$ cat src/rtl/seg_tx_pkg.sv
package seg_tx_pkg;
  localparam int SEQ_W = 32;
  localparam int FLAG_W = 3;
  localparam int FLAG_SYN = 0;
  localparam int FLAG_ACK = 1;
  localparam int FLAG_RST = 2;

  typedef enum logic [1:0] {
    ST_CLOSED      = 2'd0,
    ST_CONNECTING  = 2'd1,
    ST_ESTABLISHED = 2'd2
  } connState_e;

  typedef enum logic [2:0] {
    TX_NONE, TX_SYN, TX_ACK, TX_DATA, TX_RESEND, TX_RST
  } txKind_e;

  // strobes from control to datapath
  typedef struct packed {
    logic    loadIsn;
    logic    establish;
    logic    ackRx;
    logic    sendNew;
    logic    restartTimer;
    logic    backOff;
    logic    abort;
    txKind_e txKind;
  } dpCtrl_t;

  // conditions from datapath to control
  typedef struct packed {
    logic ackIsNxt;
    logic ackAdvances;
    logic ackInvalid;
    logic dupThird;
    logic canSend;
    logic timeoutDue;
  } dpStat_t;
endpackage

$ cat src/rtl/seg_tx_control.sv
module seg_tx_control
  import seg_tx_pkg::*;
(
  input  logic       clk,
  input  logic       rstN,
  input  logic       openReq,
  input  logic       errStrobe,
  input  logic       dataReady,
  input  logic       rxValid,
  input  logic       rxSyn,
  input  logic       rxAck,
  input  logic       rxRst,
  input  dpStat_t    stat,
  output dpCtrl_t    ctl,
  output connState_e state
);
  connState_e nextState;
  logic abortEv;
  logic ackSeen;

  always_comb begin
    ctl = '0;
    ctl.txKind = TX_NONE;
    nextState = state;
    abortEv = errStrobe || (rxValid && rxRst);
    ackSeen = rxValid && rxAck;
    unique case (state)
      ST_CLOSED: begin
        if (openReq) begin
          ctl.loadIsn = 1'b1;
          ctl.txKind = TX_SYN;
          nextState = ST_CONNECTING;
        end
      end
      ST_CONNECTING: begin
        if (abortEv || (ackSeen && !stat.ackIsNxt)) begin
          ctl.abort = 1'b1;
          ctl.txKind = TX_RST;
          nextState = ST_CLOSED;
        end else if (ackSeen && rxSyn) begin
          ctl.establish = 1'b1;
          ctl.txKind = TX_ACK;
          nextState = ST_ESTABLISHED;
        end else if (stat.timeoutDue) begin
          ctl.backOff = 1'b1;
          ctl.restartTimer = 1'b1;
          ctl.txKind = TX_SYN;
        end
      end
      ST_ESTABLISHED: begin
        if (abortEv || (ackSeen && stat.ackInvalid)) begin
          ctl.abort = 1'b1;
          ctl.txKind = TX_RST;
          nextState = ST_CLOSED;
        end else begin
          ctl.ackRx = ackSeen;
          if (ackSeen && stat.dupThird) begin
            ctl.restartTimer = 1'b1;
            ctl.txKind = TX_RESEND;
          end else if (stat.timeoutDue && !(ackSeen && stat.ackAdvances)) begin
            ctl.backOff = 1'b1;
            ctl.restartTimer = 1'b1;
            ctl.txKind = TX_RESEND;
          end else if (dataReady && stat.canSend) begin
            ctl.sendNew = 1'b1;
            ctl.txKind = TX_DATA;
          end
        end
      end
      default: nextState = ST_CLOSED;
    endcase
  end

  always_ff @(posedge clk) begin
    if (!rstN) state <= ST_CLOSED;
    else       state <= nextState;
  end
endmodule

$ cat src/rtl/seg_tx_datapath.sv
module seg_tx_datapath
  import seg_tx_pkg::*;
#(
  parameter int MSS       = 1000,
  parameter int MAX_LIMIT = 8000,
  parameter int WIN_W     = 16,
  parameter int LEN_W     = 16,
  parameter int RTO_W     = 16,
  parameter int RTO_MAX   = 32
) (
  input  logic              clk,
  input  logic              rstN,
  input  dpCtrl_t           ctl,
  input  logic [SEQ_W-1:0]  isn,
  input  logic [RTO_W-1:0]  rtoBase,
  input  logic              tick,
  input  logic [SEQ_W-1:0]  rxSeq,
  input  logic [SEQ_W-1:0]  rxAckNum,
  input  logic [WIN_W-1:0]  rxWin,
  output dpStat_t           stat,
  output logic              txValid,
  output logic [SEQ_W-1:0]  txSeq,
  output logic [SEQ_W-1:0]  txAckNum,
  output logic [LEN_W-1:0]  txLen,
  output logic [FLAG_W-1:0] txFlags
);
  localparam logic [SEQ_W-1:0] MSS_S     = SEQ_W'(MSS);
  localparam logic [SEQ_W-1:0] LIMIT_MAX = SEQ_W'(MAX_LIMIT);
  localparam logic [LEN_W-1:0] MSS_L     = LEN_W'(MSS);
  localparam logic [RTO_W-1:0] RTO_CAP   = RTO_W'(RTO_MAX);
  localparam logic [RTO_W:0]   RTO_CAP_X = (RTO_W+1)'(RTO_MAX);

  logic [SEQ_W-1:0] sndUna, sndNxt, rcvNxt, isnReg, sendLimit;
  logic [SEQ_W-1:0] inflight, ackDelta, effWin, grownLimit, halvedLimit, grownSum;
  logic [SEQ_W:0]   needed;
  logic [WIN_W-1:0] peerWin;
  logic [RTO_W-1:0] rtoCur, timerCnt, rtoNext;
  logic [RTO_W:0]   rtoDbl;
  logic [LEN_W-1:0] resendLen;
  logic [1:0]       dupCnt;
  logic             armed, ackIsDup;

  always_comb begin
    inflight = sndNxt - sndUna;
    ackDelta = rxAckNum - sndUna;
    effWin = (SEQ_W'(peerWin) < sendLimit) ? SEQ_W'(peerWin) : sendLimit;
    needed = {1'b0, inflight} + {1'b0, MSS_S};
    ackIsDup = (ackDelta == '0) && (inflight != '0);
    armed = inflight != '0;
    stat.canSend = needed <= {1'b0, effWin};
    stat.ackIsNxt = rxAckNum == sndNxt;
    stat.ackAdvances = (ackDelta != '0) && (ackDelta <= inflight);
    stat.ackInvalid = ackDelta > inflight;
    stat.dupThird = ackIsDup && (dupCnt == 2'd2);
    stat.timeoutDue = armed && (timerCnt >= rtoCur);
    rtoDbl = {rtoCur, 1'b0};
    rtoNext = (rtoDbl > RTO_CAP_X) ? RTO_CAP : rtoDbl[RTO_W-1:0];
    grownSum = sendLimit + MSS_S;
    grownLimit = (grownSum > LIMIT_MAX) ? LIMIT_MAX : grownSum;
    halvedLimit = ((sendLimit >> 1) < MSS_S) ? MSS_S : (sendLimit >> 1);
    resendLen = (inflight < MSS_S) ? inflight[LEN_W-1:0] : MSS_L;
  end

  // connection bookkeeping: later statements take precedence
  always_ff @(posedge clk) begin
    if (!rstN) begin
      sndUna <= '0;
      sndNxt <= '0;
      rcvNxt <= '0;
      isnReg <= '0;
      peerWin <= '0;
      sendLimit <= LIMIT_MAX;
      rtoCur <= RTO_CAP;
      timerCnt <= '0;
      dupCnt <= '0;
    end else begin
      if (armed && tick && (timerCnt != '1)) timerCnt <= timerCnt + 1'b1;
      if (ctl.sendNew) sndNxt <= sndNxt + MSS_S;
      if (ctl.ackRx) begin
        peerWin <= rxWin;
        if (stat.ackAdvances) begin
          sndUna <= rxAckNum;
          dupCnt <= '0;
          timerCnt <= '0;
          rtoCur <= rtoBase;
          sendLimit <= grownLimit;
        end else if (ackIsDup && (dupCnt != 2'd3)) begin
          dupCnt <= dupCnt + 1'b1;
        end
      end
      if (ctl.restartTimer) timerCnt <= '0;
      if (ctl.backOff) begin
        rtoCur <= rtoNext;
        sendLimit <= halvedLimit;
        dupCnt <= '0;
      end
      if (ctl.establish) begin
        sndUna <= rxAckNum;
        rcvNxt <= rxSeq + 1'b1;
        peerWin <= rxWin;
        timerCnt <= '0;
        rtoCur <= rtoBase;
      end
      if (ctl.loadIsn) begin
        isnReg <= isn;
        sndUna <= isn;
        sndNxt <= isn + 1'b1;
        timerCnt <= '0;
        dupCnt <= '0;
        rtoCur <= rtoBase;
        sendLimit <= LIMIT_MAX;
      end
      if (ctl.abort) begin
        sndUna <= sndNxt;
        timerCnt <= '0;
        dupCnt <= '0;
      end
    end
  end

  // registered segment request
  always_ff @(posedge clk) begin
    if (!rstN) begin
      txValid <= 1'b0;
      txSeq <= '0;
      txAckNum <= '0;
      txLen <= '0;
      txFlags <= '0;
    end else begin
      txValid <= ctl.txKind != TX_NONE;
      txLen <= '0;
      txFlags <= '0;
      txAckNum <= rcvNxt;
      txSeq <= sndNxt;
      unique case (ctl.txKind)
        TX_SYN: begin
          txSeq <= ctl.loadIsn ? isn : isnReg;
          txAckNum <= '0;
          txFlags[FLAG_SYN] <= 1'b1;
        end
        TX_ACK: begin
          txSeq <= rxAckNum;
          txAckNum <= rxSeq + 1'b1;
          txFlags[FLAG_ACK] <= 1'b1;
        end
        TX_DATA: begin
          txLen <= MSS_L;
          txFlags[FLAG_ACK] <= 1'b1;
        end
        TX_RESEND: begin
          txSeq <= sndUna;
          txLen <= resendLen;
          txFlags[FLAG_ACK] <= 1'b1;
        end
        TX_RST: txFlags[FLAG_RST] <= 1'b1;
        default: ;
      endcase
    end
  end
endmodule

$ cat src/rtl/seg_tx_ctrl.sv
module seg_tx_ctrl
  import seg_tx_pkg::*;
#(
  parameter int MSS       = 1000,
  parameter int MAX_LIMIT = 8000,
  parameter int WIN_W     = 16,
  parameter int LEN_W     = 16,
  parameter int RTO_W     = 16,
  parameter int RTO_MAX   = 32
) (
  input  logic              clk,
  input  logic              rstN,
  input  logic              openReq,
  input  logic [31:0]       isn,
  input  logic [RTO_W-1:0]  rtoBase,
  input  logic              dataReady,
  input  logic              rxValid,
  input  logic              rxSyn,
  input  logic              rxAck,
  input  logic              rxRst,
  input  logic [31:0]       rxSeq,
  input  logic [31:0]       rxAckNum,
  input  logic [WIN_W-1:0]  rxWin,
  input  logic              tick,
  input  logic              errStrobe,
  output logic              txValid,
  output logic [31:0]       txSeq,
  output logic [31:0]       txAckNum,
  output logic [LEN_W-1:0]  txLen,
  output logic [2:0]        txFlags,
  output logic [1:0]        connState
);
  dpCtrl_t    ctl;
  dpStat_t    stat;
  connState_e state;

  seg_tx_control i_control (
    .clk(clk), .rstN(rstN), .openReq(openReq), .errStrobe(errStrobe),
    .dataReady(dataReady), .rxValid(rxValid), .rxSyn(rxSyn), .rxAck(rxAck),
    .rxRst(rxRst), .stat(stat), .ctl(ctl), .state(state)
  );

  seg_tx_datapath #(
    .MSS(MSS), .MAX_LIMIT(MAX_LIMIT), .WIN_W(WIN_W), .LEN_W(LEN_W),
    .RTO_W(RTO_W), .RTO_MAX(RTO_MAX)
  ) i_datapath (
    .clk(clk), .rstN(rstN), .ctl(ctl), .isn(isn), .rtoBase(rtoBase),
    .tick(tick), .rxSeq(rxSeq), .rxAckNum(rxAckNum), .rxWin(rxWin),
    .stat(stat), .txValid(txValid), .txSeq(txSeq), .txAckNum(txAckNum),
    .txLen(txLen), .txFlags(txFlags)
  );

  assign connState = state;
endmodule

$ cat config.mk
export PLATFORM = sky130hd
export DESIGN_NAME = seg_tx_ctrl
export DESIGN_NICKNAME = d
export VERILOG_FILES = /design/src/rtl/seg_tx_pkg.sv /design/src/rtl/seg_tx_control.sv /design/src/rtl/seg_tx_datapath.sv /design/src/rtl/seg_tx_ctrl.sv
export SDC_FILE = /design/constraint.sdc
export NUM_CORES = 1
export LEC_CHECK = 0
export BUFFER_PORTS_ARGS = -buffer_cell sky130_fd_sc_hd__buf_4
export CORE_AREA = 2 2 195 197
export DETAILED_ROUTE_END_ITERATION = 10
export DIE_AREA = 0 0 197 199
export PLACE_DENSITY = 0.8
export SLEW_MARGIN = 20
export SYNTH_ARGS = -nofsm -noshare
export SYNTH_HDL_FRONTEND = slang
export SYNTH_SLANG_ARGS = --single-unit
export TNS_END_PERCENT = 10
$ cat constraint.sdc
create_clock -name clk -period 16.3 [get_ports clk]
set_input_delay 0.815 -clock clk [delete_from_list [all_inputs] [get_ports clk]]
set_output_delay 0.815 -clock clk [all_outputs]
set_load 0.03 [all_outputs]
# --- Word level (Yosys, flattened, before mapping) ---
# Index checks and enable logic that the tools add are counted.
totals:
  ff_bits: 296
  in_bits: 138
  output_inout_bits: 86
classes:
  add_sub_neg: 9
  n_lt_le_gt_ge: 9
  eq_ne: 14
  muxes: 67
  n_bitwise: 1
  n_reduce_logical: 44
ops:
  columns: ["operator", "n"]
  rows:
  - ["2-to-1 mux 32 bit", 13]
  - ["2-to-1 mux 16 bit", 12]
  - ["one-hot mux 32 bit (3 select lines)", 1]
  - ["adder 32 x 1 -> 32 bit, second input constant", 2]
  - ["adder 32 x 10 -> 32 bit, second input constant", 2]
  - ["one-hot mux 32 bit (2 select lines)", 1]
  - ["nonzero test 32 bit", 2]
  - ["subtractor 32 bit", 2]
  - ["adder 32 x 10 -> 33 bit, second input constant", 1]
  - ["<= comparator 33 x 32 -> 1 bit", 1]
  - ["equality test 32 bit", 1]
  - ["> comparator 32 x 13 -> 1 bit, second input constant", 1]
  - ["> comparator 32 bit", 1]
  - ["<= comparator 32 bit", 1]
  - ["logical NOT 32 bit", 1]
  - ["less-than comparator 16 x 32 -> 1 bit", 1]
  - ["less-than comparator 32 x 10 -> 1 bit, second input constant", 1]
  - ["one-hot mux 16 bit (2 select lines)", 1]
  - ["less-than comparator 31 x 10 -> 1 bit, second input constant", 1]
  - ["2-to-1 mux 31 bit", 1]
  - ["2-to-1 mux 2 bit", 12]
  - ["> comparator 17 x 6 -> 1 bit, second input constant", 1]
  - ["2-to-1 mux 1 bit", 17]
  - ["adder 16 x 1 -> 16 bit, second input constant", 1]
  - ["30 further kinds", 66]

# --- Depth between registers and ports, before layout ---
# Gate-level depths: netlist of the first run.
logic_depth:
  word_depth: 14
  mapped_depth: 35

# --- By module ---
# Synthesis of the first run repeated with hierarchy kept, for this count alone.
hier_totals:
  cells_unflattened: 2898
  area_unflattened_um2: 22798.1
modules_own_cells:
  columns: ["module", "n_inst", "cells_each", "area_per_inst_um2"]
  rows:
  - ["seg_tx_datapath", 1, 2847, 22432.8]
  - ["seg_tx_control", 1, 51, 365.4]

# --- Worst setup path before layout of the first run ---
# Ideal clock, no wire load.
synth_path:
  path_kind: "flip-flop to flip-flop"
  start: "reg i_datapath.sendLimit[1]"
  end: "reg i_datapath.txSeq[12]"
  setup_ns: 0.089
  arrival_time_ns: 6.489
  required_time_ns: 16.211
  path_slack_ns: 9.723
  path_stages_with_launch: 36
  period_less_slack_ns: 6.577
  cell_sequence: "dfxtp_1 > inv_1 > ha_1 > a21o_1 > a21o_1 > a21o_1 > a21o_1 > a21o_1 > a21o_1 > a21o_1 > a21o_1 > a21o_1 > a2111oi_0 > nor4b_1 > o21a_1 > clkbuf_1 > clkbuf_1 > mux2i_1 > ha_1 > a21o_1 > a21o_1 > a21oi_1 > nor2_1 > a211oi_1 > o31ai_1 > a21oi_1 > o31ai_1 > a31oi_1 > o31ai_4 > or2_1 > buf_4 > a2111oi_4 > buf_4 > buf_4 > nor4_1 > a311oi_2"
synth_via:
  elab_chain_len: 11
  word_cells_on_any_way: 13
  cone_classes: "2 x order compare; 3 x eq/ne; 7 x mux; 1 x reduce/logical"
synth_lines:
  columns: ["element", "line", "rtl"]
  rows:
  - ["start, declared", "seg_tx_datapath.sv:33", "logic [SEQ_W-1:0] sndUna, sndNxt, rcvNxt, isnReg, sendLimit;"]
  - ["start signal, assigned", "seg_tx_datapath.sv:86", "sendLimit <= grownLimit;"]
  - ["start signal, assigned", "seg_tx_datapath.sv:94", "sendLimit <= halvedLimit;"]
  - ["less-than comparator 16 x 32 -> 1 bit", "seg_tx_datapath.sv:46", "effWin = (SEQ_W'(peerWin) < sendLimit) ? SEQ_W'(peerWin) : sendLimit;"]
  - ["2-to-1 mux 32 bit *", "seg_tx_datapath.sv:46", null]
  - ["<= comparator 33 x 32 -> 1 bit *", "seg_tx_datapath.sv:50", "stat.canSend = needed <= {1'b0, effWin};"]
  - ["logical AND 1 bit *", "seg_tx_control.sv:64", "end else if (dataReady && stat.canSend) begin"]
  - ["2-to-1 mux 2 bit *", "seg_tx_control.sv:64", null]
  - ["2-to-1 mux 3 bit *", "seg_tx_control.sv:60", "end else if (stat.timeoutDue && !(ackSeen && stat.ackAdvances)) begin"]
  - ["2-to-1 mux 3 bit *", "seg_tx_control.sv:57", "if (ackSeen && stat.dupThird) begin"]
  - ["2-to-1 mux 3 bit *", "seg_tx_control.sv:51", "if (abortEv || (ackSeen && stat.ackInvalid)) begin"]
  - ["one-hot mux 3 bit (3 select lines) *", "seg_tx_control.sv:27", "unique case (state)"]
  - ["equality test 3 bit (tied with other cells)", "seg_tx_datapath.sv:135", "unique case (ctl.txKind)"]
  - ["one-hot mux 32 bit (3 select lines) *", "seg_tx_datapath.sv:135", null]
  - ["end signal, assigned", "seg_tx_datapath.sv:134", "txSeq <= sndNxt;"]
  - ["end signal, assigned", "seg_tx_datapath.sv:137", "txSeq <= ctl.loadIsn ? isn : isnReg;"]
  - ["end signal, assigned", "seg_tx_datapath.sv:142", "txSeq <= rxAckNum;"]
  - ["end, declared", "seg_tx_datapath.sv:22", "output logic [SEQ_W-1:0] txSeq,"]
# Mark *: on every way between the ends. The rest lies on a longest branch, timed or not.
# A chain may end at the register's enable or synchronous reset.

# --- Final worst setup path of the first run ---
layout_path:
  start: "reg i_datapath.sndNxt[10]"
  end: "reg i_datapath.txSeq[12]"
layout_via:
  elab_chain_len: 12
  word_cells_on_any_way: 33
  cone_classes: "2 x add/sub; 3 x order compare; 4 x eq/ne; 9 x mux; 15 x reduce/logical"
layout_lines:
  columns: ["element", "line", "rtl"]
  rows:
  - ["start, declared", "seg_tx_datapath.sv:33", null]
  - ["start signal, assigned", "seg_tx_datapath.sv:78", "if (ctl.sendNew) sndNxt <= sndNxt + MSS_S;"]
  - ["start signal, assigned", "seg_tx_datapath.sv:107", "sndNxt <= isn + 1'b1;"]
  - ["parallel branches: the longest is 9 deep, another holds adder 32 x 10 -> 33 bit", null, null]
  - ["one-hot mux 3 bit (3 select lines) *", "seg_tx_control.sv:27", null]
  - ["equality test 3 bit (tied with other cells)", "seg_tx_datapath.sv:135", null]
  - ["one-hot mux 32 bit (3 select lines) *", "seg_tx_datapath.sv:135", null]
# Every way passes the cells marked *.

==> results of run 1 <==
## synth_stat cells (9+ instances only)
cell type | count | area (µm²)
nand2b_1 | 28 | 175
a31oi_1 | 30 | 188
o21a_1 | 32 | 240
and3_1 | 68 | 425
clkbuf_1 | 147 | 552
a211oi_1 | 48 | 360
nand3_1 | 114 | 571
o211a_1 | 9 | 90.1
buf_2 | 14 | 70.1
inv_1 | 120 | 450
a311oi_2 | 25 | 375
and4_1 | 9 | 78.8
a22oi_1 | 56 | 420
xor2_1 | 93 | 815
o211ai_1 | 53 | 398
xnor2_1 | 105 | 920
nor2_1 | 234 | 878
nand2_1 | 275 | 1030
ha_1 | 169 | 2110
o21ai_0 | 101 | 505
or3_1 | 54 | 338
or2_2 | 10 | 62.6
a21o_1 | 59 | 443
dfxtp_1 | 296 | 5930
a21oi_1 | 275 | 1380
mux2i_1 | 38 | 380
nor4_1 | 59 | 369
and2_1 | 17 | 106
nor2b_1 | 14 | 87.6
nor3_1 | 66 | 330
o31ai_1 | 9 | 67.6
a211o_1 | 10 | 87.6
nand4_1 | 71 | 444
## power breakdown
group / internal [mW] / switching, mW
clock: 0.444 / 0.326
combinational: 0.435 / 0.743
sequential: 0.763 / 0.0468
total: 1.64 / 1.12
## worst max-delay path, delay by kind of cell (launching register included)
family | cells | cell delay, ns
adders and majority gates | 2 | 0.73
DFF | 1 | 0.68
and+or+nand+nor | 10 | 3.25
AOI/OAI and AO/OA | 10 | 3.10
buffers and inverters | 2 | 0.94
xor gates and xnor gates | 1 | 0.17
## cells by family (layout without fill, tap and decap cells)
logic type,count (synthesis),after routing,share of synthesized area [%]
muxes,41,41,1.88
other,2,22,0.0340
buffers and inverters,298,428,5.30
DFF,296,296,26.9
xor gates and xnor gates,198,198,7.86
adders and majority gates,171,171,9.77
AOI/OAI and AO/OA,813,813,25.0
and+or+nand+nor,1046,1046,23.3
## area by class of cell
class / count / area, µm²
Clock inverter: 8 / 121
Multi-Input combinational cell: 2291 / 15100
Clock buffer: 52 / 998
Timing Repair Buffer: 246 / 1850
Sequential cell: 296 / 5930
Fill cell: 3137 / 12100
Tap cell: 474 / 593
Inverter: 122 / 463
## flip-flops by register name (all words and copies together) (netlist names)
register and cells:
i_datapath.peerWin 16, i_datapath.txValid 1, i_datapath.rtoCur 16, i_datapath.rcvNxt 32, i_datapath.txAckNum 32, i_datapath.timerCnt 16, i_datapath.sendLimit 32, i_datapath.txFlags 3
i_datapath.isnReg 32, i_datapath.dupCnt 2, i_datapath.sndNxt 32, i_datapath.txSeq 32, i_datapath.sndUna 32, i_control.state 2, i_datapath.txLen 16
## layer usage
layer / vias up / share of wire [%]
met2: 1504 / 43
li1: 10700 / -
met4: 0 / 5.2
met1: 10900 / 40
met5: - / 0
met3: 301 / 11
## worst paths after layout
path	startpoint	endpoint	slack, ns	cells past startpoint
worst min-delay path	i_datapath.rcvNxt[21]$_SDFFE_PN0P_	i_datapath.txAckNum[21]$_SDFF_PN0_	0.47	2
worst max-delay path	i_datapath.sndNxt[10]$_SDFFE_PN0P_	i_datapath.txSeq[12]$_SDFF_PN0_	7.19	25
worst max register to register	i_datapath.sndNxt[10]$_SDFFE_PN0P_	i_datapath.txSeq[12]$_SDFF_PN0_	7.19	25
worst min register to register	i_datapath.rcvNxt[21]$_SDFFE_PN0P_	i_datapath.txAckNum[21]$_SDFF_PN0_	0.47	2
==> impl_metrics.tcl, run 1 <==
set metrics [dict create \
    dr.pass1.iters 6 \
    drv_cap 0 \
    final-instance-count-excl-fill 3489 \
    grt_overflow 0 \
    clk_latency_ns 0.57 \
    tightest_slew_ns 1.15 \
    cellLeakagePower_nw 9.96 \
    hpwl_um 56700 \
    numCtsBuffers 34 \
    syn_area_um2 22100 \
    utilization_pct 67.5 \
    io_buffers 223 \
    postCtsSetupBuffers 0 \
    start_util_pct 59.4 \
    setup_slack_ns 7.19 \
    die_h_um 199 \
    drcViolationCount 0 \
    grt_antenna_before_repair 0 \
    layout_common_cells "296 x dfxtp_1, 274 x a21oi_1, 273 x nand2_1" \
    synthCells 2865 \
    fmax_ghz 0.110 \
    drv_slew 0 \
    worstPathRequired_ns 16.69 \
    power_mw 2.76 \
    die_w_um 197 \
    endpoint_kind "register" \
    wirelength_um 76800 \
    setup_viol_count_final 0 \
    numPlacedInstances 3428 \
    ys.flop_type "dfxtp_1" \
    drtAntennaViolNets 0 \
    slew_headroom_pct 23.4 \
    core.rowCount 71 \
    cp_slowest_cell "or3_1" \
    n_antenna_cell 0 \
    clock_skew_ns 0.0176 \
    ys_types 90 \
    drt_iter0_drc 2918 \
    ir_drop_mv 0.0684 \
    hold_buffers 0 \
    cts_tree "done" \
    fp.dieArea_um2 39200 \
    place_congestion 1.06 \
    tns_ns 0 \
    clk_pin_slew_ns 0.06 \
    async_flop_share_pct 0 \
    crit_fanout 43 \
    layout.nets 3300 \
    area_growth_pct 13.5 \
    dp_worst_setup_slack_ns 7.62 \
    critPathLaunchType "register" \
    rsz0062_at_grt "no" \
    place_area_um2 23900 \
    coreArea_um2 37100 \
    holdWs_ns 0.467 \
    powerDensity_nw_per_um2 110 \
    min_period_ns 9.11 \
    grt_use_total_pct 37.9 \
    grt_pass1_wl_um 118000 \
    cp.arrival_ns 9.50 \
    status "completed" \
    synth_warnings 0 \
    fin_area_um2 25000 \
    synth_edf_count 0 \
    period_share_pct 55.9 \
    hold_class "reg2reg" \
    layout_commonest_cell "dfxtp_1" \
    hold_viol_final 0 \
    clk_path_buf_depth 3 \
    grtUsageMet3_pct 9.19 \
    vias 23400 \
    ys_seq_area_share_pct 26.9 \
    clock-root-buffer "clkbuf_16" \
    use_met1_pct 49.3 \
    path_class "reg2reg" \
    ioPinCount 224 \
    drive_gt1_share_pct 11.9 \
    ys_ff_latch 296 \
    grt_busiest_layer "met2" \
    critPathMaxStageDelay_ns 0.84 \
    h-tree-depth 2 \
    grt_pass1_vias 22100 \
    use_met2_pct 58.6 \
    avgRoutedWirePerCell_um 22.0 \
    clock-sinks 296 \
    cts_resized 0 \
    path_common_cell "nor3_1" \
    grt_max_degree 123 \
    viasPerCell 6.71 \
    synth.avg_cell_area_um2 7.70 \
]
No activity file was read; power rests on OpenSTA's default activity.
==> inputs of run 2 (changes only) <==
- CORE_AREA: 2 2 195 197 -> 2 2 204 206
- DIE_AREA: 0 0 197 199 -> 0 0 206 208
- PLACE_DENSITY: 0.8 -> 0.77
- clock period: 16.3 -> 7.95 ns (I/O delays scaled with it)
==> impl_metrics.tcl, run 2 (synthesis gave the netlist of run 1 again) <==
set metrics [dict create \
    status "completed" \
    crit_fanout 29 \
    coreArea_um2 40600 \
    grt_antenna_before_repair 0 \
    numCtsBuffers 36 \
    fp.dieArea_um2 42800 \
    clock-sinks 296 \
    rsz0062_at_grt "no" \
    ir_drop_mv 0.172 \
    cp_slowest_cell "or4_1" \
    cp.arrival_ns 7.90 \
    endpoint_kind "register" \
    cts_tree "done" \
    grt_pass1_wl_um 123000 \
    min_period_ns 7.41 \
    internal-power_mw 3.53 \
    grt_use_total_pct 36.0 \
    drt_iter0_drc 2914 \
    n_antenna_cell 0 \
    area_growth_pct 16.2 \
    h-tree-depth 2 \
    fin_area_um2 25600 \
    start_util_pct 54.4 \
    fmax_ghz 0.135 \
    avgRoutedWirePerCell_um 22.1 \
    io_buffers 223 \
    drcViolationCount 0 \
    ioPinCount 224 \
    hold_viol_final 0 \
    seqPwrFrac_pct 28.5 \
    clk_pin_slew_ns 0.06 \
    power.switching_mw 2.30 \
    wirelength_um 79200 \
    clk_path_buf_depth 3 \
    min_delay_path_depth 2 \
    place_congestion 1.01 \
    power_frac_comb_pct 41.9 \
    layout_commonest_cell "dfxtp_1" \
    p_clk_share_pct 29.6 \
    clock-root-buffer "clkbuf_16" \
    die_w_um 206 \
    period_share_pct 93.2 \
    clock_skew_ns 0.0326 \
    powerDensity_nw_per_um2 227 \
    layout_common_cells "296 x dfxtp_1, 275 x a21oi_1, 273 x nand2_1" \
    grt_overflow 0 \
    n_fill_cell 3528 \
    grt_max_degree 102 \
    cellLeakagePower_nw 10.2 \
    drv_slew 0 \
    tns_ns 0 \
    dr.pass1.iters 6 \
    utilization_pct 63.2 \
    drv_cap 0 \
    place_area_um2 24400 \
    drive_gt1_share_pct 13.1 \
    sw_frac_of_total_pct 39.5 \
    hold_class "in2reg" \
    tightest_slew_ns 1.10 \
    viasPerCell 6.49 \
    drtAntennaViolNets 0 \
    die_h_um 208 \
    clk_latency_ns 0.58 \
    hold_buffers 0 \
    grt_pass1_vias 22400 \
    layout.nets 3337 \
    critPathLaunchType "register" \
    slew_headroom_pct 26.9 \
    core.rowCount 74 \
    r2r_cells 29 \
    setup_viol_count_final 0 \
    worstPathRequired_ns 8.44 \
    critPathMaxStageDelay_ns 0.60 \
    vias 23300 \
    path_class "reg2reg" \
    hpwl_um 59400 \
]
[run 2: cell count changes in the layout (fill, tap and decap cells not counted), sizes merged]
cell / change
clkinv: +2
clkbuf: -3
bufinv: +3
buf: +36
inv: +2
[run 2: worst max-delay path, delay by kind of cell, from the launching register on]
kind            cells  cell delay (ns)
fa+ha+maj           3             0.93
buf+inv             4             0.78
xor+xnor            1             0.13
simple gates       12             2.74
flops               1             0.39
compound gates      9             2.31
[run 2: routing by layer]
layer | up-vias | share of wire, % | GRT usage, %
met3 | 241 | 10 | 6.69
li1 | 10800 | - | -
met4 | 0 | 4.2 | 15.6
met5 | - | 0 | 0
met2 | 1318 | 44 | 55.9
met1 | 10900 | 42 | 48.6
[run 2: metrics by stage]
stage                     worst slack [ns]  hold WS, ns  std cells  power (mW)
after CTS                            0.494       0.0346       3584        5.76
after global placement               0.712        0.449       3519        3.98
final                                0.542       0.0537       3587        5.83
after global routing                0.0872       0.0620       3587        6.13
after floorplan                       1.37        0.437       2885        3.30
after detailed placement             0.590        0.454       3519        4.04
[run 2: worst paths after layout]
check / startpoint / to / slack, ns
hold reg to reg: i_datapath.rcvNxt[4]$_SDFFE_PN0P_ / i_datapath.txAckNum[4]$_SDFF_PN0_ / 0.46
setup / recovery: i_datapath.sndNxt[0]$_SDFFE_PN0P_ / i_datapath.txSeq[16]$_SDFF_PN0_ / 0.54
hold / removal: rxSeq[0] / i_datapath.rcvNxt[0]$_SDFFE_PN0P_ / 0.05
setup reg to reg: i_datapath.sndNxt[0]$_SDFFE_PN0P_ / i_datapath.txSeq[16]$_SDFF_PN0_ / 0.54
[run 2: cell type report]
| type | instances | area, µm² | area share [%] |
|---|---|---|---|
| Clock buffer | 50 | 1010 | 3.96 |
| Multi-Input combinational cell | 2291 | 15100 | 58.9 |
| Clock inverter | 15 | 228 | 0.888 |
| Tap cell | 532 | 666 | 2.60 |
| Timing Repair Buffer | 281 | 2250 | 8.78 |
| Sequential cell | 296 | 5930 | 23.1 |
| Inverter | 122 | 463 | 1.81 |
[run 2: power groups by stage]
| stage | combinational (mW) | clock (mW) | sequential [mW] |
|---|---|---|---|
| finish | 2.44 | 1.73 | 1.66 |
| global route | 2.66 | 1.80 | 1.67 |
| CTS | 2.37 | 1.74 | 1.65 |
| detailed placement | 2.36 | 0 | 1.68 |
| global placement | 2.29 | 0 | 1.68 |
| floorplan | 1.61 | 0 | 1.69 |
[run 2: repair_timing]
item | in CTS | in global routing
setup endpoints to repair | 0 | 31
gates resized for setup | 0 | 1
buffers inserted | 0 | 3
